**src/rtl/regbus_bridge.sv**
```systemverilog
module regbus_bridge #(
  parameter logic [63:0] CHIP_ID = 64'h1A2B_3C4D_0000_0001,
  parameter int OFF_W   = 35,
  parameter int TIMEOUT = 256
) (
  input  logic              clk,
  input  logic              rst_n,
  input  logic              host_req,
  input  logic              host_we,
  input  logic [OFF_W-1:0]  host_off,
  input  logic [3:0]        host_size,
  input  logic [63:0]       host_wdata,
  output logic              host_ack,
  output logic [63:0]       host_rdata,
  input  logic              clr_status,
  output logic              status_done,
  output logic              status_fail,
  output logic              rb_req,
  output logic              rb_we,
  output logic [OFF_W-4:0]  rb_addr,
  output logic [63:0]       rb_wdata,
  input  logic              rb_ack,
  input  logic              rb_err,
  input  logic [63:0]       rb_rdata
);
  localparam int RA_W  = OFF_W - 3;
  localparam int CNT_W = $clog2(TIMEOUT + 1);

  function automatic logic [63:0] bswap(input logic [63:0] v);
    logic [63:0] r;
    for (int k = 0; k < 8; k++) r[8*k +: 8] = v[8*(7-k) +: 8];
    return r;
  endfunction

  function automatic logic hit(input logic [RA_W-1:0] a, input logic [31:0] c);
    return a == RA_W'(c);
  endfunction

  logic [RA_W-1:0]  ra;
  logic             size_ok, is_id, rd_zero, wr_drop, local_hit;
  logic             busy, accept, bus_done, bus_to, fin, fin_fail;
  logic [CNT_W-1:0] cnt;

  assign ra      = host_off[OFF_W-1:3];
  assign size_ok = host_size == 4'd8;
  assign is_id   = hit(ra, 32'h000F_000F);
  assign rd_zero = hit(ra, 32'h0101_0C00) || hit(ra, 32'h0101_0C03) ||
                   hit(ra, 32'h0202_0007) || hit(ra, 32'h0202_0009) ||
                   hit(ra, 32'h0202_000F) ||
                   (ra[RA_W-1:3] == (RA_W-3)'(32'h0201_3F00 >> 3));
  assign wr_drop = is_id ||
                   (ra >= RA_W'(32'h0101_0C00) && ra <= RA_W'(32'h0101_0C05)) ||
                   hit(ra, 32'h0202_0007) || hit(ra, 32'h0202_0009) ||
                   hit(ra, 32'h0202_000F);

  assign local_hit = !size_ok || (host_we ? wr_drop : (is_id || rd_zero));
  assign accept    = host_req && !host_ack && !busy;
  assign bus_done  = busy && rb_ack;
  assign bus_to    = busy && !rb_ack && cnt == CNT_W'(TIMEOUT - 1);
  assign fin       = (accept && local_hit) || bus_done || bus_to;
  assign fin_fail  = accept ? !size_ok : (bus_to || (bus_done && rb_err));

  always_ff @(posedge clk) begin
    if (!rst_n) begin
      busy        <= 1'b0;
      cnt         <= '0;
      host_ack    <= 1'b0;
      host_rdata  <= '0;
      status_done <= 1'b0;
      status_fail <= 1'b0;
      rb_req      <= 1'b0;
      rb_we       <= 1'b0;
      rb_addr     <= '0;
      rb_wdata    <= '0;
    end else begin
      host_ack    <= fin;
      status_done <= (status_done && !clr_status) || fin;
      status_fail <= (status_fail && !clr_status) || (fin && fin_fail);

      if (accept && local_hit)
        host_rdata <= (size_ok && !host_we && is_id) ? bswap(CHIP_ID) : '0;
      else if (bus_done)
        host_rdata <= (rb_err || rb_we) ? '0 : bswap(rb_rdata);
      else if (bus_to)
        host_rdata <= '0;

      if (accept && !local_hit) begin
        busy     <= 1'b1;
        cnt      <= '0;
        rb_req   <= 1'b1;
        rb_we    <= host_we;
        rb_addr  <= ra;
        rb_wdata <= bswap(host_wdata);
      end else if (bus_done || bus_to) begin
        busy   <= 1'b0;
        rb_req <= 1'b0;
      end else if (busy) begin
        cnt <= cnt + 1'b1;
      end
    end
  end
endmodule


```
**config.mk**
```make
export PLATFORM = sky130hd
export DESIGN_NAME = regbus_bridge
export DESIGN_NICKNAME = d
export VERILOG_FILES = /design/src/rtl/regbus_bridge.sv
export SDC_FILE = /design/constraint.sdc
export NUM_CORES = 1
export LEC_CHECK = 0
export BUFFER_PORTS_ARGS = -buffer_cell sky130_fd_sc_hd__buf_2
export CAP_MARGIN = 20
export CORE_ASPECT_RATIO = 1.25
export CORE_MARGIN = 2
export CORE_UTILIZATION = 40
export CTS_BUF_LIST = sky130_fd_sc_hd__clkbuf_16
export CTS_CLUSTER_DIAMETER = 200
export DETAILED_ROUTE_END_ITERATION = 10
export GPL_ROUTABILITY_DRIVEN = 0
export GPL_TIMING_DRIVEN = 0
export PLACE_DENSITY = 0.76
export SYNTH_ARGS = -nofsm -noshare
export SYNTH_HDL_FRONTEND = slang
export SYNTH_SLANG_ARGS = --single-unit
```
**constraint.sdc**
```tcl
create_clock -name clk -period 2.65 [get_ports clk]
set_input_delay 0.1325 -clock clk [delete_from_list [all_inputs] [get_ports clk]]
set_output_delay 0.1325 -clock clk [all_outputs]
set_load 0.005 [all_outputs]
```
* After elaboration in Yosys (flattened, before gate mapping)
Index checks and enable logic that the tools add are counted.
** Word-level totals
- Register bits after elaboration :: 174
- Bits of input ports :: 174
- Output and inout port bits :: 165
- Word-level logic and storage cells :: 75
** Operators by class
- Add/subtract/negate cells :: 1
- Magnitude comparators :: 2
- Equality and inequality tests :: 9
- Muxes and demuxes :: 9
- Bitwise logic cells :: 2
- Reduce and logical (&&, ||, !) cells :: 43
** Operators with widths (number)
- 64-bit two-way mux :: 4
- 32-bit by 26-bit equality test with 1-bit output (second input constant) :: 3
- 32-bit by 25-bit equality test with 1-bit output (second input constant) :: 2
- 57-bit two-way mux :: 1
- 32-bit by 20-bit equality test with 1-bit output (second input constant) :: 1
- 32-bit by 25-bit greater-or-equal comparator with 1-bit output (second input constant) :: 1
- 32-bit by 25-bit <= comparator with 1-bit output (second input constant) :: 1
- 29-bit by 23-bit equality test with 1-bit output (second input constant) :: 1
- 1-bit logical OR :: 18
- 1-bit logical AND :: 14
- 9-bit by 1-bit adder with 9-bit output (second input constant) :: 1
- 9-bit by 8-bit equality test with 1-bit output (second input constant) :: 1
- 1-bit logical NOT :: 7
- 4-bit equality test (second input constant) :: 1
- 1-bit two-way mux :: 4
- 3-bit nonzero test :: 1
- 1-bit NOT :: 2
- 2-bit AND reduction :: 1
- 2-bit nonzero test :: 1
- 2-bit OR reduction :: 1

* Depth between registers and ports, before layout
Gate-level depths: netlist of the first run.
- Depth after elaboration :: 14
- Mapped depth :: 12
- Mapped depth without buffers :: 11

* Worst setup path after synthesis of the first run
Ideal clock, no wire load.
- Path type :: reg2reg
- Start :: register cnt[0]
- End :: register cnt[7]
- Setup time :: 0.127 ns
- Data arrival time :: 2.307 ns
- Data required time :: 2.523 ns
- Path slack :: 0.216 ns
- Stages on the path, launching flop included :: 13
- Path through :: dfxtp_1 ha_1 nand2_1 nor2_1 and3_1 ha_1 o21ai_1 and2_1 buf_2 nand4_1 nor3_1 xnor2_1 nor2_1
** On the way
- Cells in the longest elaborated chain, start to end :: 5
- Elaborated cells on any way between the ends :: 6
- Classes of those cells :: add/sub (1); eq/ne (1); bitwise (1); reduce/logical (3)
** Ends and longest elaborated chain
- from (decl) :: RTL line 42 : logic [CNT_W-1:0] cnt;
- from (signal assigned) :: RTL line 98 : cnt <= cnt + 1'b1;
- branches (longest 5 deep; another with 9-bit by 1-bit adder with 9-bit output)
Several ways; the timed one is not identified.
A chain may end at the register's enable or synchronous reset.

* Final worst setup path of the first run
- Start :: input host_off[17]
- End :: register rb_wdata[34]
** On the way
- Cells in the longest elaborated chain, start to end :: 11
- Elaborated cells on any way between the ends :: 24
- Classes of those cells :: order compare (2); eq/ne (7); mux (1); reduce/logical (14)
** Ends and longest elaborated chain
- from (decl) :: RTL line 10 : input logic [OFF_W-1:0] host_off,
- branches (longest 7 deep; another with 32-bit by 25-bit greater-or-equal comparator with 1-bit output)
- 1-bit two-way mux * :: RTL line 56 : assign local_hit = !size_ok || (host_we ? wr_drop : (is_id || rd_zero));
- 1-bit logical OR * :: RTL line 56
- 1-bit logical NOT * :: RTL line 87 : if (accept && !local_hit) begin
- 1-bit logical AND * :: RTL line 87
- to (signal assigned) :: RTL line 93 : rb_wdata <= bswap(host_wdata);
- to (decl) :: RTL line 21 : output logic [63:0] rb_wdata,
Every way passes the cells marked *.

==> results of run 1 <==
-- synth_stat cells, types with 8 or more instances --
cell type | n | share of area
dfxtp_1 | 174 | 0.50
nand2_1 | 13 | 0.0069
a22oi_1 | 44 | 0.047
a21boi_0 | 78 | 0.083
o21ai_0 | 103 | 0.073
nand3_1 | 105 | 0.075
nor2_1 | 58 | 0.031
buf_2 | 15 | 0.011
a21boi_1 | 20 | 0.021
clkbuf_1 | 52 | 0.028
buf_6 | 8 | 0.013
o221a_1 | 11 | 0.018
and2_1 | 18 | 0.016
-- sequential cells by signal, summed over array words and instances, names as in the netlist --
register / flops
host_rdata: 64
cnt: 9
busy: 1
host_ack: 1
rb_we: 1
status_fail: 1
status_done: 1
rb_wdata: 64
rb_addr: 32
-- final cells by class --
class / instances / area share
Sequential cell: 174 / 0.3168
Multi-Input combinational cell: 511 / 0.2905
Timing Repair Buffer: 473 / 0.2781
Clock buffer: 17 / 0.03869
Buffer: 77 / 0.03391
Tap cell: 224 / 0.02549
Clock inverter: 15 / 0.01536
Inverter: 3 / 0.001024
-- power breakdown --
part           internal, mW  total, mW  switching, mW
sequential             2.66       2.68         0.0222
combinational         0.350      0.691          0.340
clock                  1.48       2.57           1.09
-- cell usage in the layout (no fill, tap or decap), types with 2 or more instances in the layout --
cell | Yosys | layout
buf_2 | 15 | 349
dfxtp_1 | 174 | 174
dlygate4sd3_1 | 0 | 137
nand3_1 | 105 | 105
o21ai_0 | 103 | 103
a21boi_0 | 78 | 78
nor2_1 | 58 | 58
clkbuf_1 | 52 | 51
a22oi_1 | 44 | 44
a21boi_1 | 20 | 20
and2_1 | 18 | 18
clkbuf_16 | 0 | 17
nand2_1 | 13 | 13
o221a_1 | 11 | 11
buf_6 | 8 | 8
nand4_1 | 6 | 6
xnor2_1 | 5 | 5
o221a_2 | 5 | 5
inv_1 | 3 | 4
nor2b_1 | 4 | 4
nor4_2 | 2 | 3
nand4b_1 | 3 | 3
o21ai_4 | 2 | 3
xor2_1 | 3 | 3
buf_4 | 1 | 3
bufinv_16 | 0 | 3
inv_6 | 0 | 3
clkinvlp_4 | 0 | 3
or3_1 | 2 | 2
nor3_1 | 2 | 2
nor4bb_1 | 2 | 2
o21ai_2 | 2 | 2
o21a_1 | 2 | 2
ha_1 | 2 | 2
clkinv_2 | 0 | 2
clkinv_1 | 0 | 2
-- critical path: stages --
cell and delay, ns:
dlygate4sd3_1 0.55, buf_2 0.15, nor4_2 0.45, nand4_1 0.27, a2111oi_4 0.42, a211o_1 0.16
buf_6 0.17, buf_2 0.23, o21ai_0 0.09, a21boi_0 0.27
-- path summary, 6_finish.rpt --
kind	end	slack, ns	depth (start not counted)
min	rb_addr[31]$_SDFFE_PN0P_	0.02	3
min reg2reg	host_rdata[40]$_SDFFE_PN0P_	0.46	2
max	rb_wdata[34]$_SDFFE_PN0P_	0.06	10
max reg2reg	host_rdata[37]$_SDFFE_PN0P_	0.13	6
-- timing repair --
item / CTS / global route
hold buffers: 137 / 0
pin swaps: 0 / 1
resized for setup: 2 / 5
endpoints found under the hold margin: 137 / 0
endpoints found under the setup margin: 14 / 141
buffers inserted: 0 / 2
-- per-stage QoR --
step	worst slack (ns)	area, sq um
finish	0.06094	10990
global route	-0.01971	10990
CTS	0.04642	10960
detailed placement	-0.2919	8980
global placement	-0.2808	8980
floorplan	0.2156	7028
-- per-layer routing --
metal	vias up	track usage	wire, um
li1	3750	-	-
met1	3783	0.3046	10250
met5	-	0	0
met4	0	0.1385	1065
met2	397	0.4796	13440
met3	78	0.08308	1982
-- logic make-up (layout without fill, tap and decap cells) --
| group | after synthesis | after routing | share of synthesized area |
|---|---|---|---|
| AOI/OAI and AO/OA | 275 | 275 | 0.2719 |
| and+or+nand+nor | 224 | 224 | 0.1615 |
| DFF | 174 | 174 | 0.4956 |
| buffers and inverters | 80 | 585 | 0.05448 |
| xor gates and xnor gates | 8 | 8 | 0.009970 |
| adders and majority gates | 2 | 2 | 0.003560 |
| muxes | 2 | 2 | 0.003026 |
==> impl_results.md, run 1 <==
- Synth Instances: 765
- Max-cap viol count: 0
- Max-slew violations: 0
- Power per Cell Area: 540.1 mW/mm^2
- Number of enable flip-flop cells after synthesis: 0
- WS Path Type: input pin to register
- Final hold viol count: 0
- Wirelength per Cell: 17.90 um
- Mean Syn Cell Area: 9.187 sq um
- Final worst path period share: 0.9770
- Initial Util: 0.4047
- Mapped Nets: 941
- Clk_lat worst skew: 0.43 ns
- Post-synth ARST share: 0
- P&R area growth vs syn: 56.44%
- Fill cell count: 1396
- Critical Path Fanout Max: 10
- Startpoint types: input pin
- Antenna cells: 0
- Die width: 122.6 um
- CP required: 2.97 ns
- Core Util, Final: 0.6332
- Post-Place Cells: 1323
- Worst R2R Start: busy$_SDFFE_PN0P_
- H-tree levels: 4
- Root Driver: clkbuf_16
- Die area: 0.01865 sq mm
- WHS: 0.02039 ns
- Final Critical Period: 2.589 ns
- I/O Buffers: 334
- Initial antenna violation count: 0
- CP endpoint kind: register
- Worst-margin pin slew: 0.6401 ns
- Clock buffer depth: 2
- DR pass1 iterations: 7
- Area of the multi-input gates: 0.003194 sq mm
- Final setup fails: 0
- DPL Wire Length: 17.53 mm
- Detailed Route Iter0 Violations: 600
- Share of layout cells above drive strength 1: 0.3228
- HP Class: input pin to register
- Peak VDD IR: 0.4024 mV
- GRT Util Overall: 0.2778
- IO Pins: 339
- Total power: 5.938 mW
- Synth cell types: 47
- Setup TNS: 0 ns
- Die height: 152.2 um
- WL final: 26.74 mm
- Worst setup startpoint: host_off[17]
- Max-slew headroom: 0.5733
- Largest net degree at the start of global routing: 17
- HP Start: host_off[34]
- Core Footprint: 0.01736 sq mm
- Fmax: 386.2 MHz
- Post-route antenna net violation count: 0
- Area of the mapped netlist: 0.007028 sq mm
- Layout Cells excl Fill: 1494
- Via Count: 8008
- Synth warn: 0
- Final net count: 1433
- Ys flop type: dfxtp_1
- Static leakage: 4.670 nW
- CTS tree: yes
- Clk_skew: 0.01376 ns
- First-pass GRT wire length: 40.82 mm
- Register bit total from synthesis: 174
- Num CTS Buffers: 17
- Vias in the first global route: 7885
- Register area share after synthesis: 0.4956
- Total congestion overflow: 0
- Via density per instance: 5.360
- Critical path arrival: 2.91 ns
- Remaining DRCs: 0
- Register area: 0.003483 sq mm
- Clock sinks: 174
- Clock slew at reported path FFs: 0.07 ns
- Row Count: 54
- Status: complete, no violations
No activity file was read; power rests on OpenSTA's default activity.
==> run 2: changes to the inputs <==
--- a/config.mk
+++ b/config.mk
@@ -7,2 +7,3 @@
 export LEC_CHECK = 0
+export ABC_AREA = 1
 export BUFFER_PORTS_ARGS = -buffer_cell sky130_fd_sc_hd__buf_2
==> constraint.sdc (replaced) <==
create_clock -name clk -period 2.65 [get_ports clk]
set_input_delay 0.6625 -clock clk [delete_from_list [all_inputs] [get_ports clk]]
set_output_delay 0.6625 -clock clk [all_outputs]
set_load 0.005 [all_outputs]
==> impl_results.md, run 2 <==
- Clk_lat worst skew: 0.42 ns (about the same)
- IO Pins: 339 (unchanged)
- Synth cell types: 32 (-32%)
- Post-synth ARST share: 0 (unchanged)
- Root Driver: clkbuf_16
- WS Path Type: register to register
- R2R depth: 11 (+5)
- HP Class: register to register
- Num CTS Buffers: 17 (unchanged)
- Startpoint types: register
- Die width: 123.4 um (+0.71%)
- Clock slew at reported path FFs: 0.06 ns (about the same)
- Remaining DRCs: 0 (unchanged)
- Initial Util: 0.4091 (+0.004317)
- Static leakage: 4.430 nW (-5.1%)
- Post-Place Cells: 1524 (+15%)
- Top area cells in the synthesized netlist: dfxtp_1, nand2_1, a21oi_1, nand3_1, nor2_1
- Share of layout cells above drive strength 1: 0.3271 (+0.004233)
- Area of the mapped netlist: 0.007131 sq mm (+1.5%)
- P&R area growth vs syn: 35.76%
- Vias in the first global route: 7321 (-7.2%)
- DPL Wire Length: 18.56 mm (+5.9%)
- Synth Instances: 965 (+26%)
- Status: complete, no violations
- Total congestion overflow: 0 (unchanged)
- Clock buffer depth: 2 (unchanged)
- Hold depth: 2 (-1)
- Hold_buf cts: 0 (-100%)
- Yosys top cell by area: dfxtp_1
- Most common cell in the synthesized netlist: nand2_1
- Share of the synthesized area in the top cell type: 0.4885 (-0.007131)
- RSZ-0062 raised after global routing: false
- Synth warn: 0 (unchanged)
- Met2 global-route usage: 0.4453 (-0.03431)
- WHS: 0.4552 ns (+0.4349 ns)
- Power per Cell Area: 591.6 mW/mm^2 (+9.5%)
- I/O Buffers: 335 (+0.30%)
- Commonest cells post-synth: nand2_1, dfxtp_1, a21oi_1, nand3_1, nor2_1
- Clk_skew: 0.01128 ns (-0.002480 ns)
- GRT Util Overall: 0.2430 (-0.03478)
- Largest net degree at the start of global routing: 17 (unchanged)
- Number of post-CTS setup repair buffers: 0 (unchanged)
- CP required: 2.98 ns (about the same)
- Setup TNS: 0 ns (unchanged)
- Wirelength per Cell: 15.25 um (-15%)
- Final net count: 1495 (+4.3%)
- Detailed Route Iter0 Violations: 324 (-46%)
- CTS tree: yes
- Row Count: 54 (unchanged)
- Mapped Nets: 1141 (+21%)
- Number of enable flip-flop cells after synthesis: 0 (unchanged)
- CP endpoint kind: register
- Critical Path Fanout Max: 10 (unchanged)
- Max-cap viol count: 0 (unchanged)
- Worst-margin pin slew: 0.7505 ns (+0.1104 ns)
- Via density per instance: 4.932 (-8.0%)
- First-pass GRT wire length: 36.07 mm (-12%)
- Commonest non-fill, non-tap cell in the layout: buf_2
- Post-CTS sizing: 0 (-2)
- Initial antenna violation count: 1 (+1)
- Via Count: 7669 (-4.2%)
- Post-route antenna net violation count: 0 (unchanged)
- Ys flop type: dfxtp_1
- Busiest grt layer: met2
- Register area share after synthesis: 0.4885 (-0.007131)
- Final worst path period share: 0.8882 (-0.08883)
- GR Util met3: 0.06231 (-0.02077)
- Critical path arrival: 2.69 ns (-0.22 ns)
- Layout Cells excl Fill: 1555 (+4.1%)
- Final Critical Period: 2.354 ns (-0.2354 ns)
- Final hold viol count: 0 (unchanged)
- Max-slew headroom: 0.4970 (-0.07631)
- Max-slew violations: 0 (unchanged)
- Mean Syn Cell Area: 7.389 sq um (-20%)
- WL final: 23.72 mm (-11%)
- H-tree levels: 4 (unchanged)
- Register bit total from synthesis: 174 (unchanged)
- Fmax: 424.9 MHz (+10%)
- DR pass1 iterations: 5 (-2)
- Final setup fails: 0 (unchanged)
- Total power: 5.727 mW (-3.6%)
- M1 GR Usage: 0.2591 (-0.04545)
- Die height: 153.3 um (+0.71%)
- Clock sinks: 174 (unchanged)
- Die area: 0.01892 sq mm (+1.4%)
- Most frequent cells in the layout: buf_2, nand2_1, dfxtp_1
- Top Registers: host_rdata: 64 flops, rb_wdata: 64 flops, rb_addr: 32 flops
- Peak VDD IR: 0.3112 mV (-23%)
- Core Footprint: 0.01743 sq mm (+0.39%)
[run 2: worst max-delay path, cell delays in order (launching register included)]
cell      delay [ns]
dfxtp_1         0.33
ha_1            0.24
nand4_1         0.12
nor2_1          0.06
ha_1            0.17
nand2_1         0.08
nand2_1         0.12
inv_1           0.10
clkbuf_1        0.40
buf_1           0.39
nand3_1         0.12
a21oi_1         0.15
[run 2: final cells by class]
cell class | instances | area [sq um]
diodes | 1 | 2.502
plain buffers | 66 | 351.6
clock buffers | 17 | 425.4
clock inverters | 13 | 165.2
fillers | 1669 | 7751
inverters | 46 | 175.2
multi-input cells | 679 | 3120
flip-flops and latches | 174 | 3483
well taps | 224 | 280.3
repair buffers | 335 | 1677
[run 2: logic make-up after synthesis]
| kind of cell | count (synthesis) | synth area share |
|---|---|---|
| flops | 174 | 0.4885 |
| buf+inv | 112 | 0.07387 |
| fa+ha+maj | 2 | 0.003509 |
| simple gates | 516 | 0.3118 |
| compound gates | 155 | 0.1149 |
| xor+xnor | 6 | 0.007371 |
[run 2: worst paths after layout]
| check | to | startpoint | slack, ns |
|---|---|---|---|
| worst max-delay path | host_rdata[39]$_SDFFE_PN0P_ | cnt[0]$_SDFFE_PP0P_ | 0.30 |
| worst min register to register | host_rdata[12]$_SDFFE_PN0P_ | host_rdata[12]$_SDFFE_PN0P_ | 0.46 |
| worst min-delay path | host_rdata[12]$_SDFFE_PN0P_ | host_rdata[12]$_SDFFE_PN0P_ | 0.46 |
| worst max register to register | host_rdata[39]$_SDFFE_PN0P_ | cnt[0]$_SDFFE_PP0P_ | 0.30 |
[run 2: per-stage QoR]
stage / instance area [sq um] / setup slack, ns / utilization
after CTS: 9678 / 0.2714 / 0.5552
final: 9681 / 0.2963 / 0.5553
after global placement: 9087 / 0.05341 / 0.5213
after global routing: 9681 / 0.01530 / 0.5553
after detailed placement: 9087 / 0.01848 / 0.5213
after floorplan: 7131 / 0.6319 / -
[run 2: report_power, final]
part           internal, mW  switching, mW
Clock                  1.48           1.07
Combinational         0.197          0.300
Sequential             2.66         0.0218
Total                  4.34           1.39
[run 2: metal layers]
metal | vias to the layer above | part of all wire
li1 | 3858 | -
met1 | 3438 | 0.39
met2 | 333 | 0.50
met3 | 40 | 0.083
met4 | 0 | 0.026
met5 | - | 0
